File: config.mk
export PLATFORM = sky130hd
export DESIGN_NAME = seg_xlate
export DESIGN_NICKNAME = d
export VERILOG_FILES = /design/src/rtl/seg_xlate_pkg.sv /design/src/rtl/seg_sel_decode.sv /design/src/rtl/seg_desc_unpack.sv /design/src/rtl/seg_limit_check.sv /design/src/rtl/seg_perm_check.sv /design/src/rtl/seg_xlate.sv
export SDC_FILE = /design/constraint.sdc
export NUM_CORES = 1
export LEC_CHECK = 0
export BUFFER_PORTS_ARGS = -buffer_cell sky130_fd_sc_hd__buf_2
export CAP_MARGIN = 40
export CORE_MARGIN = 2
export CORE_UTILIZATION = 45
export CTS_CLUSTER_SIZE = 16
export DETAILED_ROUTE_END_ITERATION = 10
export HOLD_SLACK_MARGIN = 0.1
export MAX_ROUTING_LAYER = met4
export PLACE_DENSITY = 0.7
export SYNTH_ARGS = -nofsm -noshare
export SYNTH_HDL_FRONTEND = slang
export SYNTH_HIERARCHICAL = 1
export SYNTH_SLANG_ARGS = --single-unit
File: constraint.sdc
create_clock -name clk -period 8.1 [get_ports clk]
set_input_delay 1.62 -clock clk [delete_from_list [all_inputs] [get_ports clk]]
set_output_delay 1.62 -clock clk [all_outputs]
set_load 0.005 [all_outputs]
File: src/rtl/seg_xlate_pkg.sv
package seg_xlate_pkg;
  typedef enum logic [2:0] {
    FLT_NONE    = 3'd0,
    FLT_NULL    = 3'd1,
    FLT_ABSENT  = 3'd2,
    FLT_SYSTEM  = 3'd3,
    FLT_BOUND   = 3'd4,
    FLT_NOWRITE = 3'd5,
    FLT_NOREAD  = 3'd6,
    FLT_NOEXEC  = 3'd7
  } flt_e;

  typedef enum logic [1:0] {
    ACC_READ  = 2'd0,
    ACC_WRITE = 2'd1,
    ACC_EXEC  = 2'd2,
    ACC_ALT   = 2'd3
  } acc_e;

  typedef struct packed {
    logic [31:0] base;
    logic [19:0] limit;
    logic        gran;
    logic        present;
    logic        code_data;
    logic        exec;
    logic        dir_conf;
    logic        rw_ok;
  } seg_desc_t;
endpackage

File: src/rtl/seg_sel_decode.sv
module seg_sel_decode #(
  parameter int SEL_W = 16,
  parameter int RPL_W = 2
) (
  input  logic [SEL_W-1:0]       sel,
  output logic [SEL_W-RPL_W-2:0] index,
  output logic                   local_tbl,
  output logic                   is_null
);
  localparam int IDX_LSB = RPL_W + 1;

  logic [RPL_W-1:0] unused_rpl;

  assign unused_rpl = sel[RPL_W-1:0];
  assign local_tbl  = sel[RPL_W];
  assign index      = sel[SEL_W-1:IDX_LSB];
  assign is_null    = (index == '0) && !local_tbl;
endmodule

File: src/rtl/seg_desc_unpack.sv
module seg_desc_unpack
  import seg_xlate_pkg::*;
(
  input  logic [63:0] desc,
  output seg_desc_t   fields
);
  logic [5:0] unused_bits;

  assign unused_bits = {desc[40], desc[46:45], desc[54:52]};

  always_comb begin
    fields.base      = {desc[63:56], desc[39:16]};
    fields.limit     = {desc[51:48], desc[15:0]};
    fields.gran      = desc[55];
    fields.present   = desc[47];
    fields.code_data = desc[44];
    fields.exec      = desc[43];
    fields.dir_conf  = desc[42];
    fields.rw_ok     = desc[41];
  end
endmodule

File: src/rtl/seg_limit_check.sv
module seg_limit_check #(
  parameter int ADDR_W = 32,
  parameter int LIM_W  = 20
) (
  input  logic [ADDR_W-1:0] off,
  input  logic [LIM_W-1:0]  limit,
  input  logic              gran,
  input  logic              expand_down,
  output logic              in_bounds
);
  localparam int SCALE = ADDR_W - LIM_W;

  logic [ADDR_W-1:0] eff_limit;

  always_comb begin
    if (gran) eff_limit = {limit, {SCALE{1'b1}}};
    else      eff_limit = {{SCALE{1'b0}}, limit};
  end

  assign in_bounds = expand_down ? (off > eff_limit) : (off <= eff_limit);
endmodule

File: src/rtl/seg_perm_check.sv
module seg_perm_check
  import seg_xlate_pkg::*;
(
  input  logic [1:0] acc_kind,
  input  logic       exec,
  input  logic       rw_ok,
  output flt_e       perm_flt
);
  always_comb begin
    perm_flt = FLT_NONE;
    if (exec) begin
      case (acc_kind)
        ACC_WRITE: perm_flt = FLT_NOWRITE;
        ACC_EXEC:  perm_flt = FLT_NONE;
        default:   perm_flt = rw_ok ? FLT_NONE : FLT_NOREAD;
      endcase
    end else begin
      case (acc_kind)
        ACC_WRITE: perm_flt = rw_ok ? FLT_NONE : FLT_NOWRITE;
        ACC_EXEC:  perm_flt = FLT_NOEXEC;
        default:   perm_flt = FLT_NONE;
      endcase
    end
  end
endmodule

File: src/rtl/seg_xlate.sv
module seg_xlate
  import seg_xlate_pkg::*;
#(
  parameter int SEL_W  = 16,
  parameter int ADDR_W = 32,
  parameter int DESC_W = 64,
  parameter int LIM_W  = 20
) (
  input  logic              clk,
  input  logic              rst,
  input  logic              in_valid,
  output logic              in_ready,
  input  logic [SEL_W-1:0]  sel,
  input  logic [ADDR_W-1:0] offset,
  input  logic [DESC_W-1:0] desc,
  input  logic [1:0]        acc_kind,
  output logic              out_valid,
  input  logic              out_ready,
  output logic [ADDR_W-1:0] lin_addr,
  output logic [2:0]        fault
);
  localparam int IDX_W = SEL_W - 3;

  logic [IDX_W-1:0]  sel_index;
  logic              sel_local;
  logic              sel_null;
  seg_desc_t         dfields;
  logic              bound_ok;
  flt_e              perm_flt;
  flt_e              nxt_flt;
  logic [ADDR_W-1:0] sum_addr;
  logic              accept;

  seg_sel_decode #(.SEL_W(SEL_W), .RPL_W(2)) u_sel (
    .sel       (sel),
    .index     (sel_index),
    .local_tbl (sel_local),
    .is_null   (sel_null)
  );

  seg_desc_unpack u_desc (
    .desc   (desc),
    .fields (dfields)
  );

  seg_limit_check #(.ADDR_W(ADDR_W), .LIM_W(LIM_W)) u_lim (
    .off         (offset),
    .limit       (dfields.limit),
    .gran        (dfields.gran),
    .expand_down (!dfields.exec && dfields.dir_conf),
    .in_bounds   (bound_ok)
  );

  seg_perm_check u_perm (
    .acc_kind (acc_kind),
    .exec     (dfields.exec),
    .rw_ok    (dfields.rw_ok),
    .perm_flt (perm_flt)
  );

  assign sum_addr = dfields.base + offset;

  always_comb begin
    if (sel_null)                nxt_flt = FLT_NULL;
    else if (!dfields.present)   nxt_flt = FLT_ABSENT;
    else if (!dfields.code_data) nxt_flt = FLT_SYSTEM;
    else if (!bound_ok)          nxt_flt = FLT_BOUND;
    else                         nxt_flt = perm_flt;
  end

  assign in_ready = !out_valid || out_ready;
  assign accept   = in_valid && in_ready;

  always_ff @(posedge clk) begin
    if (rst) begin
      out_valid <= 1'b0;
      lin_addr  <= '0;
      fault     <= FLT_NONE;
    end else if (accept) begin
      out_valid <= 1'b1;
      fault     <= nxt_flt;
      lin_addr  <= (nxt_flt == FLT_NONE) ? sum_addr : '0;
    end else if (out_ready) begin
      out_valid <= 1'b0;
    end
  end
endmodule

-- Word-level counts from Yosys, hierarchy flattened
Index checks and enable logic that the tools add are counted.
- bits in registers: 36
- output and inout bits: 37
- word-level logic and storage cells: 32
- add/subtract/negate cells: 1
- $lt $le $gt $ge: 2
- equality and inequality tests: 2
- multiplexer cells: 14
- reductions and logical operators: 10
- operator list (cell ; number):
    32-bit two-way mux ; 2
    32-bit adder ; 1
    32-bit > comparator ; 1
    32-bit less-or-equal comparator ; 1
    3-bit two-way mux ; 7
    13-bit logical NOT ; 1
    3-bit one-hot mux with 2 select lines ; 2
    1-bit logical AND ; 3
    1-bit logical NOT ; 3
    3-bit logical NOT ; 1
    1-bit two-way mux ; 3
    2-bit by 1-bit equality test with 1-bit output, second input constant ; 1
    2-bit equality test, second input constant ; 1
    2-bit nonzero test ; 1
    1-bit logical OR ; 1

-- Depth between registers and ports, before layout
- depth in word-level cells: 9
- gate-level depth with buffers: 20
- depth with buffers taken out: 16

-- By module
The synthesis kept the hierarchy.
- modules (own cells, without submodules) (module ; instances ; cells an instance ; area each (um2) ; seq. area each (um2)):
    seg_xlate ; 1 ; 382 ; 3024.2 ; 720.7
    seg_limit_check ; 1 ; 120 ; 890.9 ; 0.0
    seg_desc_unpack ; 1 ; 58 ; 435.4 ; 0.0
    seg_sel_decode ; 1 ; 19 ; 136.4 ; 0.0
    seg_perm_check ; 1 ; 15 ; 106.4 ; 0.0

-- Worst setup path before layout
No wires, ideal clock.
- path kind: input -> register
- start point: input port desc[55]
- end point: register lin_addr[10]
- library setup time: 0.130 ns
- data arrival time: 5.085 ns
- data required time: 7.970 ns
- slack: 2.884 ns
- stages: 18
- buffers on the path: 5
- path through: buf_4 -> clkbuf_1 -> buf_1 -> mux2i_1 -> ha_1 -> nand4_1 -> or4_4 -> a21oi_2 -> o31a_1 -> o2bb2ai_2 -> xor2_1 -> nor2b_1 -> nor3_1 -> and4bb_2 -> nand2b_1 -> clkbuf_1 -> clkbuf_1 -> o21ai_0
- cells in the longest elaborated chain, start to end: 9
- elaborated cells on any way between the ends: 10
- classes of those cells: order compare (2); mux (7); reduce/logical (1)
- RTL lines (item ; RTL line ; text):
    from (decl) ; seg_xlate.sv:15 ; input logic [DESC_W-1:0] desc,
    32-bit two-way mux * ; seg_limit_check.sv:16 ; if (gran) eff_limit = {limit, {SCALE{1'b1}}};
    32-bit less-or-equal comparator or 32-bit > comparator (tied branches) ; seg_limit_check.sv:20 ; assign in_bounds = expand_down ? (off > eff_limit) : (off <= eff_limit);
    1-bit two-way mux * ; seg_limit_check.sv:20 ;
    via bound_ok ; seg_xlate.sv:28 ; logic bound_ok;
    3-bit two-way mux * ; seg_xlate.sv:67 ; else if (!bound_ok) nxt_flt = FLT_BOUND;
    3-bit two-way mux * ; seg_xlate.sv:66 ; else if (!dfields.code_data) nxt_flt = FLT_SYSTEM;
    3-bit two-way mux * ; seg_xlate.sv:65 ; else if (!dfields.present) nxt_flt = FLT_ABSENT;
    3-bit two-way mux * ; seg_xlate.sv:64 ; if (sel_null) nxt_flt = FLT_NULL;
    3-bit logical NOT * ; seg_xlate.sv:82 ; lin_addr <= (nxt_flt == FLT_NONE) ? sum_addr : '0;
    32-bit two-way mux * ; seg_xlate.sv:82 ;
    to (signal assigned) ; seg_xlate.sv:82 ;
    to (decl) ; seg_xlate.sv:19 ; output logic [ADDR_W-1:0] lin_addr,
The timed path passes the listed nets; every way through them passes the cells marked *.
A chain may end at the register's enable or synchronous reset.

-- Worst setup path in the final report
- start point: input port desc[55]
- end point: register lin_addr[31]
Same word-level chain as after synthesis.

==> results_dict.tcl <==
set metrics [dict create \
    status "finished clean" \
    leakagePower_nw 2.45 \
    start_kind "input pin" \
    clk_pin_slew_ns 0.08 \
    drc 0 \
    maxSlewHeadroom 0.551 \
    p_int_mw 0.355 \
    rsz0062_at_grt "false" \
    cts_buffers 5 \
    root_buffer "clkbuf_8" \
    hold_buffers 0 \
    antennaDiodeCount 0 \
    final_area_mm2 0.00496 \
    final.setup.worst_slack_ns 2.88 \
    setup_viol 0 \
    htree_levels 2 \
    post_cts_buffers 0 \
    grt_max_degree 33 \
    core_mm2 0.00973 \
    cts_tree "yes" \
    routedWlPerCell_um 15.7 \
    syn-mean-instance-area_um2 7.74 \
    tns_ns 0 \
    post-route-period-util 0.644 \
    syn_nets 766 \
    synth_warnings 6 \
    cp_max_fo 32 \
    ant_nets 0 \
    die_h_um 104 \
    required_ns 8.34 \
    ctsLongestPathBuffers 2 \
    fin_skew_ns 0.00375 \
    antenna_found_initial 0 \
    grt_pass1_vias 3989 \
    p_sw_frac 0.388 \
    initial_core_util 0.461 \
    cts.sinks 36 \
    gp_congestion 0.945 \
    drv_cap 0 \
    dieArea_mm2 0.0108 \
    cp.arrival_ns 5.46 \
    p_switching_mw 0.225 \
    overflow 0 \
    drt_first_pass_iters 4 \
    max_freq_ghz 0.192 \
    crit_type "input pin to flop" \
    rr_worst_depth 8 \
    clock_latency_ns 0.30 \
    area_growth_pct 10.5 \
    place_hpwl_um 10400 \
    drive_above_1_share 0.275 \
    grt.total_usage 0.231 \
    power_mw 0.580 \
    io_buffers 146 \
    hold_depth 2 \
    synth_cells 580 \
    p_clk_frac 0.230 \
    finalHoldViolCount 0 \
    power_density_mw_per_mm2 117 \
    cts_resized 0 \
    drt-initial-drc-count 215 \
    vdd_drop_max_v 0.0000531 \
    ios 155 \
    placed_cell_area_mm2 0.00487 \
    syn-cell-area_mm2 0.00449 \
    grt_pass1_wl_um 19900 \
    nets 840 \
    routed_wl_um 12400 \
    report.final.slew_viol_count 0 \
    power_frac_seq 0.319 \
    fillers 993 \
    vias 4250 \
    power_frac_comb 0.452 \
    holdWs_ns 0.445 \
    num_rows 36 \
    die_x_um 104 \
    min_period_ns 5.22 \
    vias_per_cell 5.39 \
    tightest_slew_ns 0.672 \
    pre_cts_slack_ns 2.58 \
    cp-end-kind "flop" \
    hp-class "flop to flop" \
]
## critical path, stage by stage
cell and delay [ns]:
buf_2 0.45, mux2i_1 0.26, ha_1 0.28, a21oi_1 0.15, nand2_1 0.07, a221o_1 0.34, o31a_1 0.31, o2bb2ai_2 0.22
xor2_1 0.25, nor2b_1 0.17, nor3_1 0.07, and4bb_2 0.53, nand2b_1 0.09, buf_4 0.21, nor4_1 0.28, a31oi_1 0.07
nand3_1 0.09
## metrics by stage
stage | utilization | std cells
4_1_cts | 0.510 | 788
6_report | 0.510 | 788
5_1_grt | 0.510 | 788
2_1_floorplan | - | 580
3_3_place_gp | 0.500 | 779
3_5_place_dp | 0.501 | 780
## power groups by stage
stage          combinational (mW)  clock, mW  sequential [mW]
6_report                    0.262      0.133            0.185
5_1_grt                     0.292      0.145            0.186
4_1_cts                     0.261      0.137            0.185
3_5_place_dp                0.259          0            0.189
3_3_place_gp                0.254          0            0.189
2_1_floorplan               0.198          0            0.190
## cell type report
class                      count  area [um2]  share of cell area
tap                          133         166              0.0335
clock inverter                 3        18.8             0.00378
sequential                    36         721               0.145
multi-input combinational    449        3180               0.642
clock buffer                   5        68.8              0.0139
timing repair buffer         149         753               0.152
inverter                      13        48.8             0.00984
## cell usage in the layout (no fill, tap or decap), drive strengths merged, types with 4 or more instances in the layout
| master | instances |
|---|---|
| a22oi | 13 |
| xor2 | 12 |
| xnor2 | 16 |
| nor2 | 48 |
| dfxtp | 36 |
| inv | 13 |
| o21bai | 5 |
| a21o | 13 |
| mux2i | 11 |
| o21a | 6 |
| ha | 67 |
| nand4 | 15 |
| nor2b | 10 |
| nor3 | 9 |
| buf | 149 |
| nand2 | 65 |
| a22o | 4 |
| nand3 | 14 |
| o21ai | 27 |
| clkbuf | 5 |
| nand2b | 5 |
| nor4 | 6 |
| a21oi | 53 |
## worst paths after layout
kind	end	startpoint	slack [ns]
max	lin_addr[31]	desc[55]	2.88
min	lin_addr[26]	lin_addr[26]	0.44
max reg2reg	lin_addr[31]	out_valid	5.75
min reg2reg	lin_addr[26]	lin_addr[26]	0.44
## flip-flops by register name, summed over array words and instances, names as in the netlist
name       flops
fault          3
lin_addr      32
out_valid      1
## layer usage
layer | global-route usage | routed length, um | up-vias
li1 | - | - | 2173
met1 | 0.311 | 5970 | 1954
met2 | 0.373 | 5710 | 113
met3 | 0.0288 | 547 | 10
met4 | 0.0492 | 127 | 0
met5 | - | 0 | -
Power figures use the tool's default switching activity.
